File: src/rtl/sdma_pkg.sv
package sdma_pkg;

  localparam int SDMA_SEL_W = 3;

  typedef enum logic [2:0] {
    ST_IDLE,
    ST_LOAD,
    ST_FILL,
    ST_PUSH,
    ST_PULL,
    ST_SEND,
    ST_HALT
  } sdma_state_e;

  typedef struct packed {
    logic                  rd;
    logic                  multi;
    logic                  cnt_en;
    logic                  single;
    logic [SDMA_SEL_W-1:0] sel;
  } sdma_cfg_t;

endpackage

File: src/rtl/sdma_boundary_calc.sv
module sdma_boundary_calc #(
  parameter int BND_BASE = 12,
  parameter int SEL_W    = 3,
  localparam int BND_W   = BND_BASE + (1 << SEL_W)
) (
  input  logic [BND_W-1:0] addr_lo_i,
  input  logic [SEL_W-1:0] sel_i,
  output logic [BND_W-1:0] left_o,
  output logic             aligned_o
);
  logic [BND_W-1:0] span;
  logic [BND_W-1:0] offs;

  always_comb begin
    span      = {{(BND_W-1){1'b0}}, 1'b1} << (32'(sel_i) + BND_BASE);
    offs      = addr_lo_i & (span - {{(BND_W-1){1'b0}}, 1'b1});
    aligned_o = (offs == '0);
    left_o    = span - offs;
  end
endmodule

File: src/rtl/sdma_block_buffer.sv
module sdma_block_buffer #(
  parameter int DEPTH = 64,
  localparam int AW   = $clog2(DEPTH)
) (
  input  logic          clk,
  input  logic          we_i,
  input  logic [AW-1:0] waddr_i,
  input  logic [7:0]    wdata_i,
  input  logic [AW-1:0] raddr_i,
  output logic [7:0]    rdata_o
);
  logic [7:0] mem [DEPTH];

  always_ff @(posedge clk) begin
    if (we_i) mem[waddr_i] <= wdata_i;
  end

  assign rdata_o = mem[raddr_i];
endmodule

File: src/rtl/sdma_addr_reg.sv
module sdma_addr_reg #(
  parameter int ADDR_W = 32,
  localparam int NB    = ADDR_W / 8
) (
  input  logic              clk,
  input  logic              rst_n,
  input  logic              wr_i,
  input  logic [NB-1:0]     be_i,
  input  logic [ADDR_W-1:0] wdata_i,
  input  logic              adv_i,
  output logic [ADDR_W-1:0] q_o
);
  logic [ADDR_W-1:0] stepped;

  assign stepped = adv_i ? q_o + {{(ADDR_W-1){1'b0}}, 1'b1} : q_o;

  for (genvar b = 0; b < NB; b++) begin : g_byte
    always_ff @(posedge clk or negedge rst_n) begin
      if (!rst_n)              q_o[b*8 +: 8] <= '0;
      else if (wr_i && be_i[b]) q_o[b*8 +: 8] <= wdata_i[b*8 +: 8];
      else                     q_o[b*8 +: 8] <= stepped[b*8 +: 8];
    end
  end
endmodule

File: src/rtl/sd_sdma_engine.sv
module sd_sdma_engine
  import sdma_pkg::*;
#(
  parameter int ADDR_W   = 32,
  parameter int MAX_BLK  = 64,
  parameter int CNT_W    = 16,
  parameter int BND_BASE = 12,
  localparam int BLK_W   = $clog2(MAX_BLK + 1),
  localparam int NBYTES  = ADDR_W / 8
) (
  input  logic                  clk,
  input  logic                  rst_n,
  input  logic                  start_i,
  input  logic                  dir_read_i,
  input  logic                  multi_i,
  input  logic                  cnt_en_i,
  input  logic [BLK_W-1:0]      blk_size_i,
  input  logic [SDMA_SEL_W-1:0] bnd_sel_i,
  input  logic [CNT_W-1:0]      blk_cnt_i,
  input  logic                  dma_int_en_i,
  input  logic                  addr_wr_i,
  input  logic [NBYTES-1:0]     addr_be_i,
  input  logic [ADDR_W-1:0]     addr_wdata_i,
  output logic [ADDR_W-1:0]     sys_addr_o,
  output logic [CNT_W-1:0]      blk_cnt_o,
  output logic                  busy_o,
  output logic                  paused_o,
  output logic                  dma_int_o,
  output logic                  done_o,
  input  logic                  card_rx_valid_i,
  input  logic [7:0]            card_rx_data_i,
  output logic                  card_rx_ready_o,
  output logic                  card_tx_valid_o,
  output logic [7:0]            card_tx_data_o,
  input  logic                  card_tx_ready_i,
  output logic                  mem_req_o,
  output logic                  mem_we_o,
  output logic [ADDR_W-1:0]     mem_addr_o,
  output logic [7:0]            mem_wdata_o,
  input  logic                  mem_ready_i,
  input  logic [7:0]            mem_rdata_i
);
  localparam int BUF_AW = $clog2(MAX_BLK);
  localparam int BND_W  = BND_BASE + (1 << SDMA_SEL_W);

  sdma_state_e      state_q;
  sdma_cfg_t        cfg_q;
  logic [BLK_W-1:0] bsz_q;
  logic [CNT_W-1:0] cnt_q;
  logic [BLK_W-1:0] idx_q;     // memory-side byte index in block
  logic [BLK_W-1:0] cidx_q;    // card-side byte index in block
  logic [BND_W-1:0] bleft_q;   // bytes before the boundary
  logic             use_bnd_q;
  logic             bnd_hit_q;
  logic             dma_int_q;
  logic             done_q;

  // ---------------------------------------------------------------
  // Boundary arithmetic on the live address
  // ---------------------------------------------------------------
  logic [BND_W-1:0] bnd_left;
  logic             bnd_aligned;
  logic [ADDR_W-1:0] cur_addr;

  sdma_boundary_calc #(.BND_BASE(BND_BASE), .SEL_W(SDMA_SEL_W)) u_bnd (
    .addr_lo_i (cur_addr[BND_W-1:0]),
    .sel_i     (cfg_q.sel),
    .left_o    (bnd_left),
    .aligned_o (bnd_aligned)
  );

  // ---------------------------------------------------------------
  // Handshake qualifiers
  // ---------------------------------------------------------------
  logic in_fill, in_push, in_pull, in_send, in_halt, in_idle;
  assign in_idle = (state_q == ST_IDLE);
  assign in_fill = (state_q == ST_FILL);
  assign in_push = (state_q == ST_PUSH);
  assign in_pull = (state_q == ST_PULL);
  assign in_send = (state_q == ST_SEND);
  assign in_halt = (state_q == ST_HALT);

  logic rx_fire, tx_fire, mem_fire;
  assign rx_fire  = in_fill && card_rx_valid_i;
  assign tx_fire  = in_send && card_tx_ready_i;
  assign mem_fire = (in_push || in_pull) && mem_ready_i;

  // ---------------------------------------------------------------
  // Address register
  // ---------------------------------------------------------------
  logic addr_wr_ok;
  assign addr_wr_ok = addr_wr_i && (in_idle || in_halt);

  sdma_addr_reg #(.ADDR_W(ADDR_W)) u_addr (
    .clk     (clk),
    .rst_n   (rst_n),
    .wr_i    (addr_wr_ok),
    .be_i    (addr_be_i),
    .wdata_i (addr_wdata_i),
    .adv_i   (mem_fire),
    .q_o     (cur_addr)
  );

  // ---------------------------------------------------------------
  // Block buffer
  // ---------------------------------------------------------------
  logic              buf_we;
  logic [BUF_AW-1:0] buf_waddr, buf_raddr;
  logic [7:0]        buf_wdata, buf_rdata;

  assign buf_we    = rx_fire || (in_pull && mem_ready_i);
  assign buf_waddr = in_fill ? cidx_q[BUF_AW-1:0] : idx_q[BUF_AW-1:0];
  assign buf_wdata = in_fill ? card_rx_data_i : mem_rdata_i;
  assign buf_raddr = in_send ? cidx_q[BUF_AW-1:0] : idx_q[BUF_AW-1:0];

  sdma_block_buffer #(.DEPTH(MAX_BLK)) u_buf (
    .clk     (clk),
    .we_i    (buf_we),
    .waddr_i (buf_waddr),
    .wdata_i (buf_wdata),
    .raddr_i (buf_raddr),
    .rdata_o (buf_rdata)
  );

  // ---------------------------------------------------------------
  // Decisions
  // ---------------------------------------------------------------
  logic             size_ok, start_ok, restart;
  logic             mem_last, card_last, bnd_reach, finish;
  logic [CNT_W-1:0] cnt_next;

  assign size_ok  = (blk_size_i != '0) && (blk_size_i <= BLK_W'(MAX_BLK));
  assign start_ok = start_i && in_idle && size_ok &&
                    !(multi_i && (!cnt_en_i || blk_cnt_i == '0));
  assign restart  = in_halt && addr_wr_i && addr_be_i[NBYTES-1];

  assign mem_last  = (idx_q  == bsz_q - BLK_W'(1));
  assign card_last = (cidx_q == bsz_q - BLK_W'(1));
  assign bnd_reach = use_bnd_q && (bleft_q == BND_W'(1));
  assign cnt_next  = (cfg_q.cnt_en && cnt_q != '0) ? cnt_q - CNT_W'(1) : cnt_q;
  assign finish    = cfg_q.single || (cnt_next == '0);

  // ---------------------------------------------------------------
  // Control sequence
  // ---------------------------------------------------------------
  always_ff @(posedge clk or negedge rst_n) begin
    if (!rst_n) begin
      state_q   <= ST_IDLE;
      cfg_q     <= '0;
      bsz_q     <= '0;
      cnt_q     <= '0;
      idx_q     <= '0;
      cidx_q    <= '0;
      bleft_q   <= '0;
      use_bnd_q <= 1'b0;
      bnd_hit_q <= 1'b0;
      dma_int_q <= 1'b0;
      done_q    <= 1'b0;
    end else begin
      dma_int_q <= 1'b0;
      done_q    <= 1'b0;
      unique case (state_q)
        ST_IDLE: begin
          if (start_ok) begin
            cfg_q.rd     <= dir_read_i;
            cfg_q.multi  <= multi_i;
            cfg_q.cnt_en <= cnt_en_i;
            cfg_q.single <= !multi_i || (blk_cnt_i == CNT_W'(1));
            cfg_q.sel    <= bnd_sel_i;
            bsz_q        <= blk_size_i;
            cnt_q        <= blk_cnt_i;
            idx_q        <= '0;
            cidx_q       <= '0;
            state_q      <= ST_LOAD;
          end
        end
        ST_LOAD: begin
          use_bnd_q <= !cfg_q.single && bnd_aligned;
          bleft_q   <= bnd_left;
          bnd_hit_q <= 1'b0;
          if (!cfg_q.rd)            state_q <= ST_PULL;
          else if (idx_q == '0)     state_q <= ST_FILL;
          else                      state_q <= ST_PUSH;
        end
        ST_FILL: begin
          if (rx_fire) begin
            if (card_last) begin
              cidx_q  <= '0;
              state_q <= ST_PUSH;
            end else begin
              cidx_q <= cidx_q + BLK_W'(1);
            end
          end
        end
        ST_PUSH: begin
          if (mem_ready_i) begin
            bleft_q <= bleft_q - BND_W'(1);
            if (mem_last) begin
              idx_q <= '0;
              cnt_q <= cnt_next;
              if (finish) begin
                done_q  <= 1'b1;
                state_q <= ST_IDLE;
              end else if (bnd_reach) begin
                dma_int_q <= dma_int_en_i;
                state_q   <= ST_HALT;
              end else begin
                state_q <= ST_FILL;
              end
            end else begin
              idx_q <= idx_q + BLK_W'(1);
              if (bnd_reach) begin
                dma_int_q <= dma_int_en_i;
                state_q   <= ST_HALT;
              end
            end
          end
        end
        ST_PULL: begin
          if (mem_ready_i) begin
            bleft_q <= bleft_q - BND_W'(1);
            if (mem_last) begin
              idx_q     <= '0;
              bnd_hit_q <= bnd_reach;
              state_q   <= ST_SEND;
            end else begin
              idx_q <= idx_q + BLK_W'(1);
              if (bnd_reach) begin
                dma_int_q <= dma_int_en_i;
                state_q   <= ST_HALT;
              end
            end
          end
        end
        ST_SEND: begin
          if (tx_fire) begin
            if (card_last) begin
              cidx_q <= '0;
              cnt_q  <= cnt_next;
              if (finish) begin
                done_q  <= 1'b1;
                state_q <= ST_IDLE;
              end else if (bnd_hit_q) begin
                dma_int_q <= dma_int_en_i;
                state_q   <= ST_HALT;
              end else begin
                state_q <= ST_PULL;
              end
            end else begin
              cidx_q <= cidx_q + BLK_W'(1);
            end
          end
        end
        ST_HALT: begin
          if (restart) state_q <= ST_LOAD;
        end
        default: state_q <= ST_IDLE;
      endcase
    end
  end

  // ---------------------------------------------------------------
  // Outputs
  // ---------------------------------------------------------------
  assign sys_addr_o      = cur_addr;
  assign blk_cnt_o       = cnt_q;
  assign busy_o          = !in_idle;
  assign paused_o        = in_halt;
  assign dma_int_o       = dma_int_q;
  assign done_o          = done_q;
  assign card_rx_ready_o = in_fill;
  assign card_tx_valid_o = in_send;
  assign card_tx_data_o  = buf_rdata;
  assign mem_req_o       = in_push || in_pull;
  assign mem_we_o        = in_push;
  assign mem_addr_o      = cur_addr;
  assign mem_wdata_o     = buf_rdata;

  // ---------------------------------------------------------------
  // Assertions
  // ---------------------------------------------------------------
  a_r5_addr_step: assert property (@(posedge clk) disable iff (!rst_n)
    mem_req_o && mem_ready_i |=> sys_addr_o == $past(sys_addr_o) + 1);

  a_r12_mem_hold: assert property (@(posedge clk) disable iff (!rst_n)
    mem_req_o && !mem_ready_i |=> mem_req_o && $stable(mem_addr_o) && $stable(mem_we_o));

  a_r12_tx_hold: assert property (@(posedge clk) disable iff (!rst_n)
    card_tx_valid_o && !card_tx_ready_i |=> card_tx_valid_o && $stable(card_tx_data_o));

  a_r3_halt_on_boundary: assert property (@(posedge clk) disable iff (!rst_n)
    $rose(paused_o) |-> bnd_aligned);

  a_r3_int_only_halted: assert property (@(posedge clk) disable iff (!rst_n)
    dma_int_o |-> paused_o);

  a_r6_done_idle: assert property (@(posedge clk) disable iff (!rst_n)
    done_o |-> !busy_o);

  a_r1_idle_quiet: assert property (@(posedge clk) disable iff (!rst_n)
    !busy_o |-> !mem_req_o && !card_rx_ready_o && !card_tx_valid_o);

  a_r11_frozen_addr: assert property (@(posedge clk) disable iff (!rst_n)
    busy_o && !paused_o && !mem_req_o && $past(busy_o) && !$past(paused_o) && !$past(mem_req_o)
    |-> $stable(sys_addr_o));
endmodule

File: config.mk
export PLATFORM = sky130hd
export DESIGN_NAME = sd_sdma_engine
export DESIGN_NICKNAME = d
export VERILOG_FILES = /design/src/rtl/sdma_pkg.sv /design/src/rtl/sdma_boundary_calc.sv /design/src/rtl/sdma_block_buffer.sv /design/src/rtl/sdma_addr_reg.sv /design/src/rtl/sd_sdma_engine.sv
export SDC_FILE = /design/constraint.sdc
export NUM_CORES = 1
export LEC_CHECK = 0
export BUFFER_PORTS_ARGS = -buffer_cell sky130_fd_sc_hd__buf_2
export CORE_MARGIN = 2
export CORE_UTILIZATION = 43
export CTS_CLUSTER_DIAMETER = 120
export DETAILED_ROUTE_END_ITERATION = 6
export GPL_TIMING_DRIVEN = 0
export HOLD_SLACK_MARGIN = 0.03
export PLACE_DENSITY = 0.72
export SLEW_MARGIN = 30
export SYNTH_ARGS = -nofsm -noshare
export SYNTH_HDL_FRONTEND = slang
export SYNTH_SLANG_ARGS = --single-unit
File: constraint.sdc
create_clock -name clk -period 2.8 [get_ports clk]
set_clock_uncertainty 0.15 [all_clocks]
set_input_delay 0.14 -clock clk [delete_from_list [all_inputs] [get_ports clk]]
set_output_delay 0.14 -clock clk [all_outputs]
set_load 0.01 [all_outputs]
---- Word-level counts from Yosys, hierarchy flattened ----
Memory sizes are Yosys's and may differ from the RTL's.
Index checks and enable logic that the tools add are counted.
word-level totals
  latch bits .............................. 0
  memories ................................ 1
  memory bits (writable) .................. 512
  output and inout port bits .............. 104
  input port bits ......................... 89
  flip-flop bits (word level) ............. 102
  logic and storage cells ................. 171
  memory bits (read-only) ................. 0
cells by class
  reductions and logical operators ........ 54
  shift-type cells ........................ 1
  div/mod/pow operators ................... 0
  magnitude comparators ................... 1
  equal/unequal tests ..................... 21
  multiplexer cells ....................... 65
  add/subtract/negate cells ............... 9
  multiply operators ...................... 0
  bitwise logic cells ..................... 1
memories
  memory     depth  bits a word  read ports  clocked after memory_dff  write ports  RTL line                 text
  u_buf.mem  64     8            1           0                         1            sdma_block_buffer.sv:12  logic [7:0] mem [DEPTH];
operators with widths
  operator                                                                  number
  16-bit 2-to-1 mux                                                         6
  16-bit one-hot mux with 3 select lines                                    1
  3-bit 2-to-1 mux                                                          15
  7-bit 2-to-1 mux                                                          6
  8-bit 2-to-1 mux                                                          5
  20-bit one-hot mux with 2 select lines                                    1
  20-bit by 1-bit subtractor with 20-bit output (second input constant)     2
  32-bit by 1-bit adder with 32-bit output (second input constant)          1
  16-bit zero test                                                          2
  32-bit 2-to-1 mux                                                         1
  1-bit by 32-bit << shifter with 20-bit output (first input constant)      1
  3-bit one-hot mux with 7 select lines                                     1
  7-bit one-hot mux with 3 select lines                                     1
  20-bit AND                                                                1
  20-bit by 1-bit equality test with 1-bit output (second input constant)   1
  20-bit zero test                                                          1
  1-bit 2-to-1 mux                                                          20
  20-bit 2-to-1 mux                                                         1
  20-bit subtractor                                                         1
  1-bit logical AND                                                         19
  2-bit by 1-bit inequality test with 1-bit output (second input constant)  9
  16-bit by 1-bit equality test with 1-bit output (second input constant)   1
  16-bit nonzero test                                                       1
  16-bit by 1-bit subtractor with 16-bit output (second input constant)     1
  27 further kinds                                                          53

---- Logic depth before layout (Yosys ltp) ----
Gate-level depths: netlist of the first run.
  depth in word-level cells ............... 9
  gate-level depth with buffers ........... 12
  gate-level depth less buffers ........... 10

---- Modules after synthesis ----
A second synthesis of the first run with hierarchy kept.
second synthesis, totals
  cells, all modules ...................... 1977
  area total of the unflattened synthesis .. 28289.6 µm²
modules (own cells, without submodules)
  module              instances  cells an instance  area an instance (µm²)  seq. area each (µm²)
  sdma_block_buffer   1          932                20006.7                 15374.7
  sd_sdma_engine      1          691                5422.7                  1751.7
  sdma_addr_reg       1          205                1838.0                  800.8
  sdma_boundary_calc  1          149                1022.2                  0.0

---- Least setup slack after synthesis of the first run ----
No wires, ideal clock.
  path type ............................... register -> output
  start ................................... register state_q[1]
  end ..................................... output mem_wdata_o[0]
  required time ........................... 2510 ps
  buffers on the path ..................... 4
  path slack .............................. -329 ps
  cell stages (with the launch flop) ...... 12
  data arrival time ....................... 2839 ps
  path through ............................ dfrtp_1 -> inv_1 -> nand3_1 -> inv_2 -> mux2i_1 -> buf_2 -> buf_4 -> buf_4 -> mux4_2 -> a221oi_1 -> o221ai_1 -> buf_4
between the ends
  longest elaborated chain between the ends .. 3
ends and longest elaborated chain
  item                    RTL line               text
  start, declared         sd_sdma_engine.sv:46   sdma_state_e state_q;
  start signal, assigned  sd_sdma_engine.sv:148  state_q <= ST_IDLE;
  start signal, assigned  sd_sdma_engine.sv:174  state_q <= ST_LOAD;
  start signal, assigned  sd_sdma_engine.sv:181  if (!cfg_q.rd) state_q <= ST_PULL;
  3-bit equality test     sd_sdma_engine.sv:80   assign in_send = (state_q == ST_SEND);
  6-bit 2-to-1 mux        sd_sdma_engine.sv:114  assign buf_raddr = in_send ? cidx_q[BUF_AW-1:0] : idx_q[BUF_AW-1:0];
  memory read 64 x 8 bit  -
  end, declared           sd_sdma_engine.sv:39   output logic [7:0] mem_wdata_o,
Every way passes these cells.

---- Worst setup path after layout of the first run ----
  start ................................... register state_q[1]
  end ..................................... output mem_wdata_o[7]
Same word-level chain as after synthesis.

==> results of run 1 <==
==> power breakdown <==
part / internal, W / total, W / switching (W) / leakage [nW]
clock: 0.00495 / 0.00869 / 0.00373 / 1.03
combinational: 0.00735 / 0.0169 / 0.00954 / 5.78
sequential: 0.0114 / 0.0125 / 0.00117 / 5.82
==> layout make-up <==
| type | count | area share, % |
|---|---|---|
| flip-flops and latches | 614 | 50.0 |
| multi-input cells | 1086 | 28.6 |
| repair buffers | 405 | 9.60 |
| clock buffers | 80 | 4.86 |
| well taps | 846 | 2.95 |
| plain buffers | 121 | 2.48 |
| clock inverters | 38 | 1.04 |
| inverters | 37 | 0.425 |
| diodes | 1 | 0.00697 |
==> registers in the layout, indices dropped and copies added (netlist names), 3 cells and up <==
register,cells
idx_q,7
state_q,3
u_addr.q_o,32
cidx_q,7
bsz_q,7
blk_cnt_o,16
u_buf.mem,512
cfg_q,6
bleft_q,20
==> cells by family (layout without fill, tap and decap cells) <==
kind of cell | count (synthesis) | in the layout | share of synthesized area, %
other | 1 | 6 | 0.0136
DFF | 614 | 614 | 65.2
AOI/OAI and AO/OA | 340 | 340 | 8.49
buffers and inverters | 167 | 681 | 3.00
and+or+nand+nor | 520 | 520 | 9.02
xor gates and xnor gates | 52 | 52 | 2.07
muxes | 152 | 152 | 11.4
adders and majority gates | 17 | 17 | 0.774
==> cells in the mapped netlist (23+ instances only) <==
cell        n  area share [%]
edfxtp_1  512              56
nor2_1    183             2.5
mux4_2    128              10
nand2_1   125             1.7
dfrtp_1   102             9.3
o21ai_0    73             1.3
a21oi_1    72             1.3
clkbuf_1   63            0.86
nor3_1     51            0.93
a22oi_1    49             1.3
buf_4      43             1.2
nand3_1    38            0.69
inv_1      34            0.46
xor2_1     23            0.73
==> stage by stage <==
| stage | util, % | total power [W] | setup WS (ns) | setup TNS, ns |
|---|---|---|---|---|
| after floorplan | - | 0.0221 | -0.0225 | -0.0719 |
| after global placement | 47.2 | 0.0265 | -1.39 | -1152.12 |
| after detailed placement | 47.5 | 0.0268 | -1.39 | -648.48 |
| after CTS | 56.1 | 0.0374 | -1.17 | -30.49 |
| after global routing | 56.8 | 0.0396 | -1.34 | -155.55 |
| final | 56.8 | 0.0381 | -1.25 | -84.72 |
==> cell usage in the layout (no fill, tap or decap), types with 12 or more instances in the layout <==
master and instances:
dfrtp_1 91, a22o_1 12, xnor2_1 20, dlygate4sd3_1 76, edfxtp_1 512, a221oi_2 12, nand4_1 13, clkbuf_2 27
mux2_2 15, ha_1 16, buf_12 51, a22oi_1 25, mux4_2 128, nand2_4 13, o21ai_0 62, nor2_1 110
nor3_1 46, nor2_4 65, inv_1 32, nand3_1 28, and3_1 12, nand2_1 102, a22oi_2 24, clkbuf_16 68
buf_4 128, buf_2 195, nor4_1 12, a21oi_1 69, clkbuf_1 32, xor2_1 23, or3_1 12
==> worst max-delay path, delay by kind of cell (launching register included) <==
family | cells | cell delay (ns)
AND/OR/NAND/NOR | 2 | 0.27
buffers and inverters | 7 | 0.94
flip-flops | 1 | 0.40
multiplexers | 2 | 0.82
AO/OA/AOI/OAI | 3 | 0.73
==> how the worst max path moves through the flow <==
| stage | to |
|---|---|
| 6_report | mem_wdata_o[7] |
| 3_5_place_dp | mem_wdata_o[1] |
| 3_3_place_gp | mem_wdata_o[2] |
| 2_1_floorplan | mem_wdata_o[6] |
| 4_1_cts | mem_wdata_o[0] |
| 5_1_grt | mem_wdata_o[7] |
==> repair_timing <==
action | in CTS | in global routing
gates resized for setup | 332 | 52
hold endpoints to repair | 213 | 0
buffers inserted | 111 | 15
pin swaps | 94 | 27
setup endpoints to repair | 1074 | 603
cloned | 5 | 1
hold buffers | 77 | 0
==> metal layers <==
layer	GRT usage [%]	up-vias	routed length, µm
li1	-	8274	-
met1	30.5	9760	30000
met2	40.7	1227	40300
met3	4.06	184	6860
met4	7.93	0	2780
met5	0	-	0
==> results by group, run 1 <==
Status
  – Outcome: complete, but fails checks
  – Failing checks: negative setup slack

Floorplan
  – Die height: around 260 µm
  – Die ar.: 66,000 µm²
  – Die W: 257 µm
  – IO Count: slightly below 200
  – Core Region: 63,200 µm²
  – Row Count: 92
  – Initial Util: 43.5%

Placement
  – Dpl cell area: 30,000 µm²
  – GP Congestion: 0.919
  – Placed cell count: slightly below 3,000
  – Hpwl dp: 49,200 µm
  – Port bufs: 192

Setup path
  – R2R Setup Slk: -0.31 ns
  – Required time of the critical path: 2.51 ns
  – Worst r2r src: state_q[1]
  – Critical Path AT: 3.76 ns
  – CP Max Fanout: 10
  – Crit Path Category: reg -> out
  – Endpoint class of the critical path: output port
  – R2R depth: 11
  – Slowest CP cell: mux4_2
  – Worst reg2reg endpoint: bleft_q[15]
  – Max stage delay on crit path: 0.54 ns
  – Critical path, cell by cell: inv_2 -> nand3_4 -> inv_8 -> mux2i_4 -> buf_6 -> buf_16 -> buf_12 -> mux4_2 -> a22oi_1 -> nand2_1 -> a22oi_2 -> o221ai_2 -> buf_4 -> buf_2
  – Critical Path Source: state_q[1]
  – Crit start category: register

STA
  – Worst slew margin: between 40% and 50%
  – Setup WS post-layout: -1.25 ns
  – Min cycle time layout: 4.05 ns
  – Setup violations, final: 537
  – Ratio of final minimum period to clock period: 145%
  – Final Hold Fails: 0
  – Max Freq: 0.247 GHz
  – Setup repair after global routing missed its margin: yes
  – Slew of the pin with the lowest slew margin: 0.853 ns
  – Slew Viols, Final: 0
  – Hold_ws: 0.0956 ns

Hold path
  – Hold Crit Class: in -> reg
  – WHS Path Cells: 3
  – Hold EP: u_buf.mem[8][0]
  – Min-delay src: card_rx_data_i[0]

Clocking
  – TritonCTS clock tree: yes
  – Clock Sinks: roughly 610
  – Skew-Pair Late Insertion Delay: 0.60 ns
  – Num CTS Buffers: 67
  – H-tree levels: 3
  – Clk buf depth: 3
  – Clk slew on worst S/H paths: 0.06 ns
  – Clock Tree Root: clkbuf_16

Final layout
  – Sequential cell area: 17,900 µm²
  – Area of the multi-input gates: 10,300 µm²
  – Fillers: between 4,000 and 5,000
  – Share of layout cells above drive strength 1: between 30% and 40%
  – Design Area, Final: 35,900 µm²
  – Nets: between 2,000 and 2,500
  – Final non-filler cell total: 3,228
  – Layout area overhead: 30.5%

Synthesis
  – Seq/Total Area, Yosys: 65.2%
  – Synth async-reset ratio: 16.6%
  – Yosys Warn Count: 0
  – Post-synth EDFFs: 512
  – Post-Syn Area: 27,500 µm²
  – Syn avg cell area: approximately 15 µm²
  – Top_reg_cell synth: edfxtp_1
  – Mapped Cells: about 1,900
  – Yosys cell types: 84
  – Register bit total from synthesis: a little over 600

Route
  – DRT iter0 DRCs: roughly 2,100
  – WL/cell: about 25 µm
  – # DRC: 0
  – Final ANT Viol Nets: 0
  – Routed WL: 80,000 µm
  – Via count: 19,445
  – Initial DRT Pass Iterations: 6
  – DR vias/cell: between 6 and 7

Global routing
  – Vias in the first global route: 19,504
  – First-pass GRT wire length: 119,000 µm
  – Gr ovfl total: 0
  – Largest net degree at the start of global routing: 68
  – GRT Overall Usage: a little under a quarter
  – Initial antenna violation count: 1

Power
  – Leakage power: 12.6 nW
  – Pwr dens: 1060 nW/µm²
  – Max VDD drop: 702 µV

Run
  – Max Cap Viol: 0
Power figures use the tool's default switching activity.
==> run 2, diff against run 1 <==
--- a/config.mk
+++ b/config.mk
@@ -6,6 +6,7 @@
 export NUM_CORES = 1
 export LEC_CHECK = 0
 export BUFFER_PORTS_ARGS = -buffer_cell sky130_fd_sc_hd__buf_2
+export CORE_ASPECT_RATIO = 1.25
 export CORE_MARGIN = 2
 export CORE_UTILIZATION = 43
 export CTS_CLUSTER_DIAMETER = 120
==> results by group, run 2 (synthesis results as in run 1) <==
Power
  – Pwr dens: 1050 nW/µm² (-1.3%)
  – Leakage power: 12.6 nW (about the same)
  – Max VDD drop: 635 µV (-9.6%)

Status
  – Failing checks: negative setup slack
  – Outcome: complete, but fails checks

Global routing
  – GRT Overall Usage: 23.5% (-0.19 points)
  – Largest net degree at the start of global routing: 65 (-4.4%)
  – First-pass GRT wire length: 118,000 µm (-0.77%)
  – Vias in the first global route: 19,209 (-1.5%)
  – Gr ovfl total: 0 (unchanged)
  – Initial antenna violation count: 0 (-1)

Clocking
  – Skew-Pair Late Insertion Delay: 0.62 ns (+0.02 ns)
  – Num CTS Buffers: 60 (-10%)
  – H-tree levels: 2 (-1)
  – Clock Tree Root: clkbuf_16
  – TritonCTS clock tree: yes
  – Clk buf depth: 3 (unchanged)
  – Clock Sinks: 614 (unchanged)
  – Clk slew on worst S/H paths: 0.06 ns (about the same)

Floorplan
  – Die W: 230 µm (-10%)
  – Die height: 287 µm (+12%)
  – Die ar.: 66,000 µm² (about the same)
  – Initial Util: 43.5% (-0.056 points)
  – Core Region: 63,300 µm² (+0.13%)
  – IO Count: 193 (unchanged)
  – Row Count: 103 (+12%)

Setup path
  – CP Max Fanout: 7 (-3)
  – Worst r2r src: state_q[1]
  – Critical path, cell by cell: inv_2 -> nand3_4 -> clkinv_4 -> mux2i_4 -> buf_6 -> buf_12 -> buf_12 -> buf_4 -> mux4_2 -> a22oi_2 -> nand2_1 -> a22oi_2 -> o221ai_2 -> buf_4 -> buf_2
  – Crit path buffers/inverters: 8 (+1)
  – Worst reg2reg endpoint: u_buf.mem[59][6]
  – Crit Path Category: reg -> out
  – Endpoint class of the critical path: output port
  – Crit start category: register
  – Critical Path AT: 3.81 ns (+0.05 ns)
  – Slowest CP cell: mux4_2
  – Max stage delay on crit path: 0.50 ns (-0.04 ns)
  – Required time of the critical path: 2.51 ns (about the same)
  – R2R Setup Slk: -0.23 ns (+0.08 ns)
  – R2R depth: 11 (unchanged)
  – Delay-heaviest family, CP: buffers and inverters

Hold path
  – Hold Crit Class: in -> reg
  – Min-delay src: start_i
  – Hold EP: cfg_q[4]
  – WHS Path Cells: 5 (+2)

STA
  – Slew of the pin with the lowest slew margin: 0.869 ns (+0.0159 ns)
  – Min cycle time layout: 4.10 ns (+0.0480 ns)
  – Worst slew margin: 41.9% (-0.67 points)
  – Setup WS post-layout: -1.30 ns (-0.0480 ns)
  – Max Freq: 0.244 GHz (-1.2%)
  – Setup repair after global routing missed its margin: yes
  – Ratio of final minimum period to clock period: 146% (+1.7 points)
  – Final Hold Fails: 0 (unchanged)
  – Hold_ws: 0.0917 ns (-0.00399 ns)
  – Slew Viols, Final: 0 (unchanged)
  – Setup violations, final: 464 (-14%)

Final layout
  – Final non-filler cell total: 3,224 (-0.12%)
  – Nets: 2,443 (+0.21%)
  – ANT cells: 0 (-1)
  – Fillers: 4,689 (+0.64%)
  – Max FFs per register: 512 (unchanged)
  – Share of layout cells above drive strength 1: 38.6% (+0.16 points)
  – Commonest non-fill, non-tap cell in the layout: edfxtp_1
  – Layout area overhead: 30.6% (about the same)
  – Area of the multi-input gates: 10,300 µm² (+0.23%)
  – Sequential cell area: 17,900 µm² (about the same)
  – Regs by FF count: u_buf.mem x512, u_addr.q_o x32, bleft_q x20
  – Commonest cells after routing, fill and taps aside: edfxtp_1, buf_2, buf_4
  – Most flop-heavy register: u_buf.mem

Placement
  – Port bufs: 192 (unchanged)
  – Hpwl dp: 49,100 µm (-0.11%)
  – Placed cell count: 2,904 (-0.17%)
  – GP Congestion: 0.915 (-0.37%)

Run
  – Max Cap Viol: 0 (unchanged)

Route
  – Initial DRT Pass Iterations: 5 (-1)
  – DRT iter0 DRCs: 1,901 (-8.6%)
  – # DRC: 0 (unchanged)
  – DR vias/cell: 5.96 (-1.0%)
  – Final ANT Viol Nets: 0 (unchanged)
  – WL/cell: 24.6 µm (-0.79%)
  – Routed WL: 79,300 µm (-0.91%)
  – Via count: 19,227 (-1.1%)
==> run 2: worst max-delay path by stage <==
| stage | start | endpoint | slack (ns) | cells past startpoint |
|---|---|---|---|---|
| finish | state_q[1] | mem_wdata_o[4] | -1.30 | 15 |
| floorplan | state_q[1] | mem_wdata_o[6] | -0.02 | 11 |
| global route | state_q[1] | mem_wdata_o[4] | -1.34 | 15 |
| CTS | state_q[1] | mem_wdata_o[1] | -1.22 | 14 |
| global placement | state_q[1] | mem_wdata_o[1] | -1.30 | 13 |
| detailed placement | state_q[1] | mem_wdata_o[1] | -1.33 | 13 |
==> run 2: worst reg2reg max path, delay by kind of cell (launching register included) <==
family | cells | cell delay [ns]
and+or+nand+nor | 4 | 0.99
DFF | 1 | 0.37
buffers and inverters | 6 | 1.07
AOI/OAI and AO/OA | 1 | 0.17
==> run 2: routing by layer <==
metal | vias to the layer above | GRT usage, % | routed length, µm
met5 | - | 0 | 0
met4 | 0 | 8.11 | 3220
met3 | 198 | 3.59 | 6380
met2 | 1132 | 41.7 | 40800
met1 | 9635 | 29.3 | 28800
li1 | 8262 | - | -
==> run 2: final cells by class <==
| class | count | share of cell area [%] |
|---|---|---|
| inverter | 37 | 0.418 |
| timing repair buffer | 417 | 10.0 |
| sequential | 614 | 50.0 |
| clock buffer | 80 | 4.39 |
| clock inverter | 29 | 0.962 |
| buffer | 121 | 2.63 |
| tap | 840 | 2.93 |
| multi-input combinational | 1086 | 28.7 |
==> run 2: what timing repair did <==
item / in CTS / in global routing
hold buffers: 82 / 1
endpoints found under the hold margin: 261 / 4
resized for setup: 329 / 90
endpoints found under the setup margin: 878 / 671
gates cloned: 3 / 2
setup buffers: 95 / 40
pin swaps: 96 / 43
==> run 2: per-stage QoR <==
step	TNS, ns	instance area, µm²	utilization, %	power, W	setup slack (ns)
floorplan	-0.0719	27800	-	0.0221	-0.0225
global placement	-1027.85	29800	47.1	0.0264	-1.30
detailed placement	-492.70	30000	47.5	0.0267	-1.33
CTS	-38.93	35300	55.7	0.0366	-1.22
global route	-95.86	35900	56.7	0.0392	-1.34
finish	-57.59	35900	56.7	0.0376	-1.30
==> run 2: power breakdown <==
part	switching [W]	internal (W)
clock	0.00354	0.00452
sequential	0.00116	0.0114
combinational	0.00948	0.00755
